===== src/rtl/lpc_io_pkg.sv =====
package lpc_io_pkg;
  localparam int ADDR_W = 16;
  localparam int NIB_W  = 4;
  localparam int DATA_W = 8;

  localparam logic [NIB_W-1:0] NIB_START   = 4'b0000;
  localparam logic [NIB_W-1:0] NIB_DIR_RD  = 4'b0000;
  localparam logic [NIB_W-1:0] NIB_DIR_WR  = 4'b0010;
  localparam logic [NIB_W-1:0] NIB_READY   = 4'b0000;
  localparam logic [NIB_W-1:0] NIB_RECOVER = 4'b1111;

  // State names the slot that is on the bus during the current clock.
  typedef enum logic [3:0] {
    S_IDLE, S_DIR, S_ADDR, S_WLO, S_WHI,
    S_HTA1, S_HTA2, S_SYNC, S_RLO, S_RHI
  } seq_st_t;
endpackage


===== src/rtl/lpc_addr_match.sv =====
module lpc_addr_match
  import lpc_io_pkg::*;
#(
  parameter int NUM_REGS = 4,
  parameter logic [NUM_REGS*ADDR_W-1:0] REG_ADDRS = 64'h0060_0064_0CA3_0CA2,
  localparam int IDX_W = (NUM_REGS > 1) ? $clog2(NUM_REGS) : 1
) (
  input  logic [ADDR_W-1:0] addr,
  output logic              hit,
  output logic [IDX_W-1:0]  idx
);
  logic [NUM_REGS-1:0] hits;

  genvar g;
  generate
    for (g = 0; g < NUM_REGS; g++) begin : g_cmp
      assign hits[g] = (addr == REG_ADDRS[g*ADDR_W +: ADDR_W]);
    end
  endgenerate

  assign hit = |hits;

  // Lowest index wins when entries overlap.
  always_comb begin
    idx = '0;
    for (int i = NUM_REGS - 1; i >= 0; i--) begin
      if (hits[i]) idx = IDX_W'(i);
    end
  end
endmodule


===== src/rtl/lpc_io_seq.sv =====
module lpc_io_seq
  import lpc_io_pkg::*;
#(
  parameter int NUM_REGS = 4,
  localparam int IDX_W = (NUM_REGS > 1) ? $clog2(NUM_REGS) : 1
) (
  input  logic              clk,
  input  logic              rst,
  input  logic              frm_n,
  input  logic [NIB_W-1:0]  nib_in,
  output logic [ADDR_W-1:0] addr_full,
  input  logic              hit,
  input  logic [IDX_W-1:0]  hit_idx,
  output logic [NIB_W-1:0]  nib_out,
  output logic              nib_oe,
  output logic              busy,
  output logic [IDX_W-1:0]  reg_sel,
  input  logic [DATA_W-1:0] rd_data,
  output logic              wr_stb,
  output logic [DATA_W-1:0] wr_data,
  output logic              rd_stb
);
  seq_st_t                  state;
  logic                     is_wr;
  logic [1:0]               acnt;
  logic [ADDR_W-NIB_W-1:0]  addr_sh;
  logic [DATA_W-1:0]        rd_hold;

  assign addr_full = {addr_sh, nib_in};

  always_ff @(posedge clk) begin
    if (rst) begin
      state   <= S_IDLE;
      is_wr   <= 1'b0;
      acnt    <= '0;
      addr_sh <= '0;
      rd_hold <= '0;
      wr_data <= '0;
      reg_sel <= '0;
      nib_out <= '0;
      nib_oe  <= 1'b0;
      busy    <= 1'b0;
      wr_stb  <= 1'b0;
      rd_stb  <= 1'b0;
    end else begin
      wr_stb <= 1'b0;
      rd_stb <= 1'b0;
      if (!frm_n) begin
        // Frame low: abort whatever runs, possibly a fresh start.
        state  <= (nib_in == NIB_START) ? S_DIR : S_IDLE;
        nib_oe <= 1'b0;
        busy   <= 1'b0;
      end else begin
        case (state)
          S_IDLE: nib_oe <= 1'b0;
          S_DIR: begin
            acnt <= '0;
            if (nib_in == NIB_DIR_RD) begin
              is_wr <= 1'b0;
              state <= S_ADDR;
            end else if (nib_in == NIB_DIR_WR) begin
              is_wr <= 1'b1;
              state <= S_ADDR;
            end else begin
              state <= S_IDLE;
            end
          end
          S_ADDR: begin
            addr_sh <= addr_full[ADDR_W-NIB_W-1:0];
            acnt    <= acnt + 2'd1;
            if (acnt == 2'd3) begin
              if (hit) begin
                busy    <= 1'b1;
                reg_sel <= hit_idx;
                state   <= is_wr ? S_WLO : S_HTA1;
              end else begin
                state <= S_IDLE;
              end
            end
          end
          S_WLO: begin
            wr_data[3:0] <= nib_in;
            state        <= S_WHI;
          end
          S_WHI: begin
            wr_data[7:4] <= nib_in;
            state        <= S_HTA1;
          end
          S_HTA1: state <= S_HTA2;
          S_HTA2: begin
            rd_hold <= rd_data;
            nib_oe  <= 1'b1;
            nib_out <= NIB_READY;
            state   <= S_SYNC;
          end
          S_SYNC: begin
            if (is_wr) begin
              nib_out <= NIB_RECOVER;
              wr_stb  <= 1'b1;
              busy    <= 1'b0;
              state   <= S_IDLE;
            end else begin
              nib_out <= rd_hold[3:0];
              state   <= S_RLO;
            end
          end
          S_RLO: begin
            nib_out <= rd_hold[7:4];
            state   <= S_RHI;
          end
          S_RHI: begin
            nib_out <= NIB_RECOVER;
            rd_stb  <= 1'b1;
            busy    <= 1'b0;
            state   <= S_IDLE;
          end
          default: state <= S_IDLE;
        endcase
      end
    end
  end

  // the first driven nibble of a cycle is always the ready sync code
  p_sync_ready_r4: assert property (@(posedge clk) disable iff (rst)
    $rose(nib_oe) |-> (nib_out == NIB_READY));

  // driving starts only inside a matched cycle
  p_drive_needs_match_r10: assert property (@(posedge clk) disable iff (rst)
    $rose(nib_oe) |-> $past(busy));

  // the match itself never drives the bus
  p_match_quiet_r2: assert property (@(posedge clk) disable iff (rst)
    $rose(busy) |-> !nib_oe);

  // commit lines up with the recovery nibble and the end of busy
  p_commit_slot_r7: assert property (@(posedge clk) disable iff (rst)
    (wr_stb || rd_stb) |-> (nib_oe && nib_out == NIB_RECOVER && !busy));

  // never both commit pulses at once
  p_one_commit_r7: assert property (@(posedge clk) disable iff (rst)
    $onehot0({wr_stb, rd_stb}));

  // the bus is released in the clock after the recovery nibble
  p_release_r6: assert property (@(posedge clk) disable iff (rst)
    (wr_stb || rd_stb) |=> !nib_oe);

  // an abort releases the bus and blocks every commit
  p_abort_r8: assert property (@(posedge clk) disable iff (rst)
    !frm_n |=> (!nib_oe && !busy && !wr_stb && !rd_stb));
endmodule


===== src/rtl/lpc_io_target.sv =====
module lpc_io_target
  import lpc_io_pkg::*;
#(
  parameter int NUM_REGS = 4,
  parameter logic [NUM_REGS*ADDR_W-1:0] REG_ADDRS = 64'h0060_0064_0CA3_0CA2,
  localparam int IDX_W = (NUM_REGS > 1) ? $clog2(NUM_REGS) : 1
) (
  input  logic              clk,
  input  logic              rst,
  input  logic              frm_n,
  input  logic [NIB_W-1:0]  nib_in,
  output logic [NIB_W-1:0]  nib_out,
  output logic              nib_oe,
  output logic              busy,
  output logic [IDX_W-1:0]  reg_sel,
  input  logic [DATA_W-1:0] rd_data,
  output logic              wr_stb,
  output logic [DATA_W-1:0] wr_data,
  output logic              rd_stb
);
  logic [ADDR_W-1:0] addr_full;
  logic              hit;
  logic [IDX_W-1:0]  hit_idx;

  lpc_addr_match #(
    .NUM_REGS  (NUM_REGS),
    .REG_ADDRS (REG_ADDRS)
  ) u_match (
    .addr (addr_full),
    .hit  (hit),
    .idx  (hit_idx)
  );

  lpc_io_seq #(
    .NUM_REGS (NUM_REGS)
  ) u_seq (
    .clk       (clk),
    .rst       (rst),
    .frm_n     (frm_n),
    .nib_in    (nib_in),
    .addr_full (addr_full),
    .hit       (hit),
    .hit_idx   (hit_idx),
    .nib_out   (nib_out),
    .nib_oe    (nib_oe),
    .busy      (busy),
    .reg_sel   (reg_sel),
    .rd_data   (rd_data),
    .wr_stb    (wr_stb),
    .wr_data   (wr_data),
    .rd_stb    (rd_stb)
  );
endmodule


===== config.mk =====
export PLATFORM = sky130hd
export DESIGN_NAME = lpc_io_target
export DESIGN_NICKNAME = d
export VERILOG_FILES = /design/src/rtl/lpc_io_pkg.sv /design/src/rtl/lpc_addr_match.sv /design/src/rtl/lpc_io_seq.sv /design/src/rtl/lpc_io_target.sv
export SDC_FILE = /design/constraint.sdc
export NUM_CORES = 1
export LEC_CHECK = 0
export BUFFER_PORTS_ARGS = -buffer_cell sky130_fd_sc_hd__clkbuf_2
export CAP_MARGIN = 20
export CELL_PAD_IN_SITES_DETAIL_PLACEMENT = 1
export CELL_PAD_IN_SITES_GLOBAL_PLACEMENT = 1
export CORE_AREA = 2 2 96 70
export DETAILED_ROUTE_END_ITERATION = 16
export DIE_AREA = 0 0 98 72
export GPL_TIMING_DRIVEN = 0
export PLACE_DENSITY = 0.74
export SLEW_MARGIN = 20
export SYNTH_ARGS = -nofsm -noshare
export SYNTH_HDL_FRONTEND = slang
export SYNTH_SLANG_ARGS = --single-unit

===== constraint.sdc =====
create_clock -name clk -period 1.9 [get_ports clk]
set_input_delay 0.095 -clock clk [delete_from_list [all_inputs] [get_ports clk]]
set_output_delay 0.095 -clock clk [all_outputs]
set_load 0.01 [all_outputs]

== Word level (Yosys, flattened, before mapping) ==
Index checks and enable logic that the tools add are counted.

* Word-level logic and storage cells: 81
* Input port bits: 15
* Output and inout bits: 18
* Register bits after elaboration: 45

* Multiplexer cells: 25
* Add/sub/neg operators: 1
* Bitwise gates (word level): 2
* Equal/unequal tests: 20
* Reductions and logical operators: 20

{| class="wikitable"
|+ Operator list
! kind !! count
|-
| 4-bit case mux with 9 select lines || 1
|-
| 16-bit by 12-bit equality test with 1-bit output, second input constant || 2
|-
| 16-bit by 7-bit equality test with 1-bit output, second input constant || 2
|-
| 4-bit 2-to-1 mux || 6
|-
| 4-bit by 3-bit equality test with 1-bit output, second input constant || 4
|-
| 4-bit case mux with 4 select lines || 1
|-
| 2-bit AND reduction || 7
|-
| 4-bit by 2-bit equality test with 1-bit output, second input constant || 3
|-
| 2-bit 2-to-1 mux || 5
|-
| 4-bit equality test, second input constant || 2
|-
| 4-bit logical NOT || 2
|-
| 1-bit 2-to-1 mux || 8
|-
| 4-bit AND reduction || 2
|-
| 2-bit nonzero test || 3
|-
| 4-bit by 1-bit equality test with 1-bit output, second input constant || 1
|-
| 2-bit by 1-bit != test with 1-bit output, second input constant || 2
|-
| 2-bit != test, second input constant || 2
|-
| 2-bit case mux with 2 select lines || 1
|-
| 4-bit nonzero test || 1
|-
| 4-bit OR reduction || 1
|-
| 3-bit 2-to-1 mux || 1
|-
| 3-bit by 2-bit != test with 1-bit output, second input constant || 1
|-
| 1-bit case mux with 3 select lines || 1
|-
| 3-bit AND reduction || 1
|-
| other kinds (7) || 8
|}

== Logic depth before layout (Yosys ltp) ==
* Depth after elaboration: 6
* Depth in mapped cells: 6
* Depth with buffers taken out: 5

== Modules after synthesis ==
Synthesis repeated with hierarchy kept, for this count alone.

* Cells, all modules: 265
* Area total of the unflattened synthesis: 2272.2 um2

{| class="wikitable"
|+ By module, submodules not included
! module !! area an instance (um2) !! sequential area each (um2) !! times used !! cells an instance
|-
| lpc_io_seq || 2158.3 || 900.9 || 1 || 250
|-
| lpc_addr_match || 113.9 || 0.0 || 1 || 15
|}

== Least setup slack after synthesis ==
No wires, ideal clock.

* Path type: reg-to-reg
* From: register u_seq.state[3]
* To: register u_seq.wr_data[4]
* Data required time: 1.772 ns
* Buffers on the path: 2
* Stages on the path, launching flop included: 7
* Clock period less this slack: 1.630 ns
* Path slack: 0.270 ns
* Arrival time: 1.503 ns
* Library setup time: 0.128 ns
* Path through: dfxtp_1 > buf_6 > or3b_4 > or3b_1 > buf_6 > mux2i_1 > nor2_1

* Cells in the longest elaborated chain, start to end: 2

{| class="wikitable"
|+ RTL lines
! item !! line !! source
|-
| from (decl) || lpc_io_seq.sv:23 || <nowiki>seq_st_t state;</nowiki>
|-
| from (signal assigned) || lpc_io_seq.sv:50 || <nowiki>state <= (nib_in == NIB_START) ? S_DIR : S_IDLE;</nowiki>
|-
| from (signal assigned) || lpc_io_seq.sv:75 || <nowiki>state <= is_wr ? S_WLO : S_HTA1;</nowiki>
|-
| 4-bit by 3-bit equality test with 1-bit output || lpc_io_seq.sv:54 || <nowiki>case (state)</nowiki>
|-
| 2-bit AND reduction (no line) || n/a ||
|-
| to (signal assigned) || lpc_io_seq.sv:86 || <nowiki>wr_data[7:4] <= nib_in;</nowiki>
|-
| to (decl) || lpc_io_seq.sv:20 || <nowiki>output logic [DATA_W-1:0] wr_data,</nowiki>
|}

No other way between the ends.
A chain may end at the register's enable or synchronous reset.

== Worst setup path after layout ==
* From: register u_seq.state[1]
* To: register u_seq.nib_out[0]

* Cells in the longest elaborated chain, start to end: 3
* Elaborated cells on any way between the ends: 7
* Classes of those cells: 4 x eq/ne; 1 x mux; 2 x reduce/logical

{| class="wikitable"
|+ RTL lines
! item !! line !! source
|-
| 4-bit equality test or 4-bit by 3-bit equality test with 1-bit output (tied branches) || lpc_io_seq.sv:54 ||
|-
| 4-bit nonzero test (no line) || n/a ||
|-
| 2-bit AND reduction (no line) || n/a ||
|-
| to (signal assigned) || lpc_io_seq.sv:103 || <nowiki>nib_out <= rd_hold[3:0];</nowiki>
|-
| to (signal assigned) || lpc_io_seq.sv:108 || <nowiki>nib_out <= rd_hold[7:4];</nowiki>
|-
| to (decl) || lpc_io_seq.sv:14 || <nowiki>output logic [NIB_W-1:0] nib_out,</nowiki>
|}

Parallel ways exist; a longest one is shown, timed or not.

==> impl_metrics.yaml <==
status:
  status: "finished clean"
floorplan:
  start_util: 0.344
  coreArea_mm2: 0.00610
  die-area_mm2: 0.00706
  die_x_um: 98
  pin_count: 33
  num_rows: 24
  fp.dieH_um: 72
route:
  drtPass1Iterations: 4
  drc: 0
  viasPerCell: 5.28
  routedWlPerCell_um: 16.3
  drt-initial-drc-count: 124
  drtAntennaViolNets: 0
  via_count: 1923
  routed_wl_um: 5940
critical_path:
  cp_max_fo: 8
  reg2reg_depth: 5
  r2r_slack_ns: 0.12
  cp_data_required_time_ns: 2.10
  slowest_stage: "or3b_2"
  cp_data_arrival_time_ns: 1.98
  reg2reg_to: "u_seq.nib_out[0]"
  crit_type: "flip-flop to flip-flop"
  end_kind: "flip-flop"
  cpPeakStageDelay_ns: 0.49
  start_kind: "flip-flop"
  r2r_start: "u_seq.state[1]"
  path_cells: "or3b_2, clkbuf_1, o21ai_0, a21oi_2, a22o_1"
  cp-endpoint: "u_seq.nib_out[0]"
  critPathLaunch: "u_seq.state[1]"
global_route:
  antenna_found_initial: 0
  grt_pass1_wl_um: 10200
  grt_max_degree: 14
  grt_pass1_vias: 2003
  track_usage: 0.181
  grt_overflow: 0
sta:
  final.setup.tns_ns: 0
  setup_slack_ns: 0.121
  finalCriticalPeriod_ns: 1.78
  fin_worst_skew_ns: 0.00593
  worstMarginPinSlew_ns: 0.536
  slew_violations: 0
  fin_hold_ws_ns: 0.00455
  rsz0062_at_grt: "false"
  setup_violations: 0
  fmax_ghz: 0.562
  relSlewSlack: 0.643
  hold_viol_final: 0
  period_share: 0.936
synth:
  synth_edf_count: 0
  yosysWarningCount: 0
  synth_ff_type: "dfxtp_1"
  postSynthCellCount: 249
  syn-cell-area_mm2: 0.00210
  synthesis.nets: 265
  synth-seq-area-share: 0.430
  ys_ff_latch: 45
  async_flop_share: 0
  synth.distinct_cells: 48
  avgSynthCellArea_um2: 8.42
cts:
  cts-root-buf: "clkbuf_8"
  cts_tree: "built"
  post-cts-setup-buffer-count: 0
  cts.sinks: 45
  max-clock-path-buffers: 2
  cts_resized: 0
  cts-htree-levels: 2
  cts_made_buffers: 5
  worst_skew_pair.late_latency_ns: 0.30
  cts_hold_buffers: 0
  path_clk_slew_ns: 0.08
final_layout:
  stdcell_area_mm2: 0.00248
  layout_commonest_cell: "dfxtp_1"
  n_antenna_cell: 0
  syn_to_final_growth_pct: 18.3
  fin_nets: 301
  layout-drive-gt1-share: 0.203
  layout_common_cells: "dfxtp_1, nand2_1, clkbuf_2"
power_and_ir_drop:
  power_mw: 1.77
  powerDensity_mw_per_mm2: 714
  leakagePower_nw: 0.964
  peakVddDrop_mv: 0.269
min_path:
  hold_depth: 3
  worst_hold_path_type: "primary input to flip-flop"
placed_design:
  pre_cts_slack_ns: 0.0320
  dpl_cell_area_mm2: 0.00234
  portBuffers: 30
  gp_congestion: 0.815
  hpwlAfterDp_um: 4260
run:
  cap_violations: 0
power by group:
group / switching (mW) / internal, mW / leakage, nW
Clock: 0.327 / 0.429 / 0.0585
Combinational: 0.0494 / 0.0231 / 0.543
Sequential: 0.0000180 / 0.942 / 0.362
logic make-up after synthesis:
kind of cell	share of synthesized area
AOI/OAI and AO/OA	0.174
xor gates and xnor gates	0.00836
adders and majority gates	0.00597
buffers and inverters	0.0519
DFF	0.430
muxes	0.0478
and+or+nand+nor	0.282
through the flow:
step,util,cells
floorplan,-,249
finish,0.407,364
CTS,0.404,365
global placement,0.384,357
global route,0.407,364
detailed placement,0.384,357
cell type report:
type | count | area, um^2
plain buffers | 19 | 105
clock buffers | 7 | 86.3
clock inverters | 1 | 30.0
fillers | 770 | 3620
inverters | 1 | 3.75
multi-input cells | 183 | 1110
flip-flops and latches | 45 | 901
well taps | 78 | 97.6
repair buffers | 30 | 150
sequential cells by signal, summed over array words and instances, names as in the netlist:
| register | count |
|---|---|
| u_seq.addr_sh | 12 |
| u_seq.rd_hold | 8 |
| u_seq.wr_data | 8 |
| u_seq.nib_out | 4 |
| u_seq.state | 4 |
| u_seq.acnt | 2 |
| u_seq.reg_sel | 2 |
| u_seq.busy | 1 |
| u_seq.is_wr | 1 |
| u_seq.nib_oe | 1 |
| u_seq.rd_stb | 1 |
| u_seq.wr_stb | 1 |
worst min-delay path by stage:
| stage | start | end | slack (ns) |
|---|---|---|---|
| after detailed placement | rd_data[0] | u_seq.rd_hold[0] | 0.33 |
| after global routing | rd_data[2] | u_seq.rd_hold[2] | 0.007 |
| after CTS | rd_data[2] | u_seq.rd_hold[2] | 0.006 |
| after floorplan | nib_in[1] | u_seq.addr_sh[1] | 0.23 |
| final | rd_data[2] | u_seq.rd_hold[2] | 0.005 |
| after global placement | rd_data[4] | u_seq.rd_hold[4] | 0.32 |
Yosys cell counts (3+ instances only):
master / n / area, um^2
a22o_1: 4 / 35.0
nand2_1: 37 / 139
a21oi_1: 23 / 115
nand3_1: 4 / 20.0
nor4_1: 5 / 31.3
buf_6: 3 / 33.8
dfxtp_1: 45 / 901
clkbuf_1: 12 / 45.0
mux2i_1: 10 / 100
o22ai_1: 4 / 25.0
nand2b_1: 6 / 37.5
nor3_1: 6 / 30.0
o21ai_0: 11 / 55.1
nor2_1: 32 / 120
buf_1: 3 / 11.3
a211oi_1: 3 / 22.5
layer usage:
metal	track usage	vias up	share of wire
met5	0	-	0
met3	0.0472	5	0.039
met2	0.288	29	0.46
met1	0.252	937	0.49
li1	-	952	-
met4	0.0324	0	0.0071
worst max-delay path: cells and delay by family (launching register included):
kind / cells / cell delay, ns
AO/OA/AOI/OAI: 3 / 0.58
AND/OR/NAND/NOR: 1 / 0.49
flip-flops: 1 / 0.41
buffers and inverters: 1 / 0.20
No activity file was read; power rests on OpenSTA's default activity.
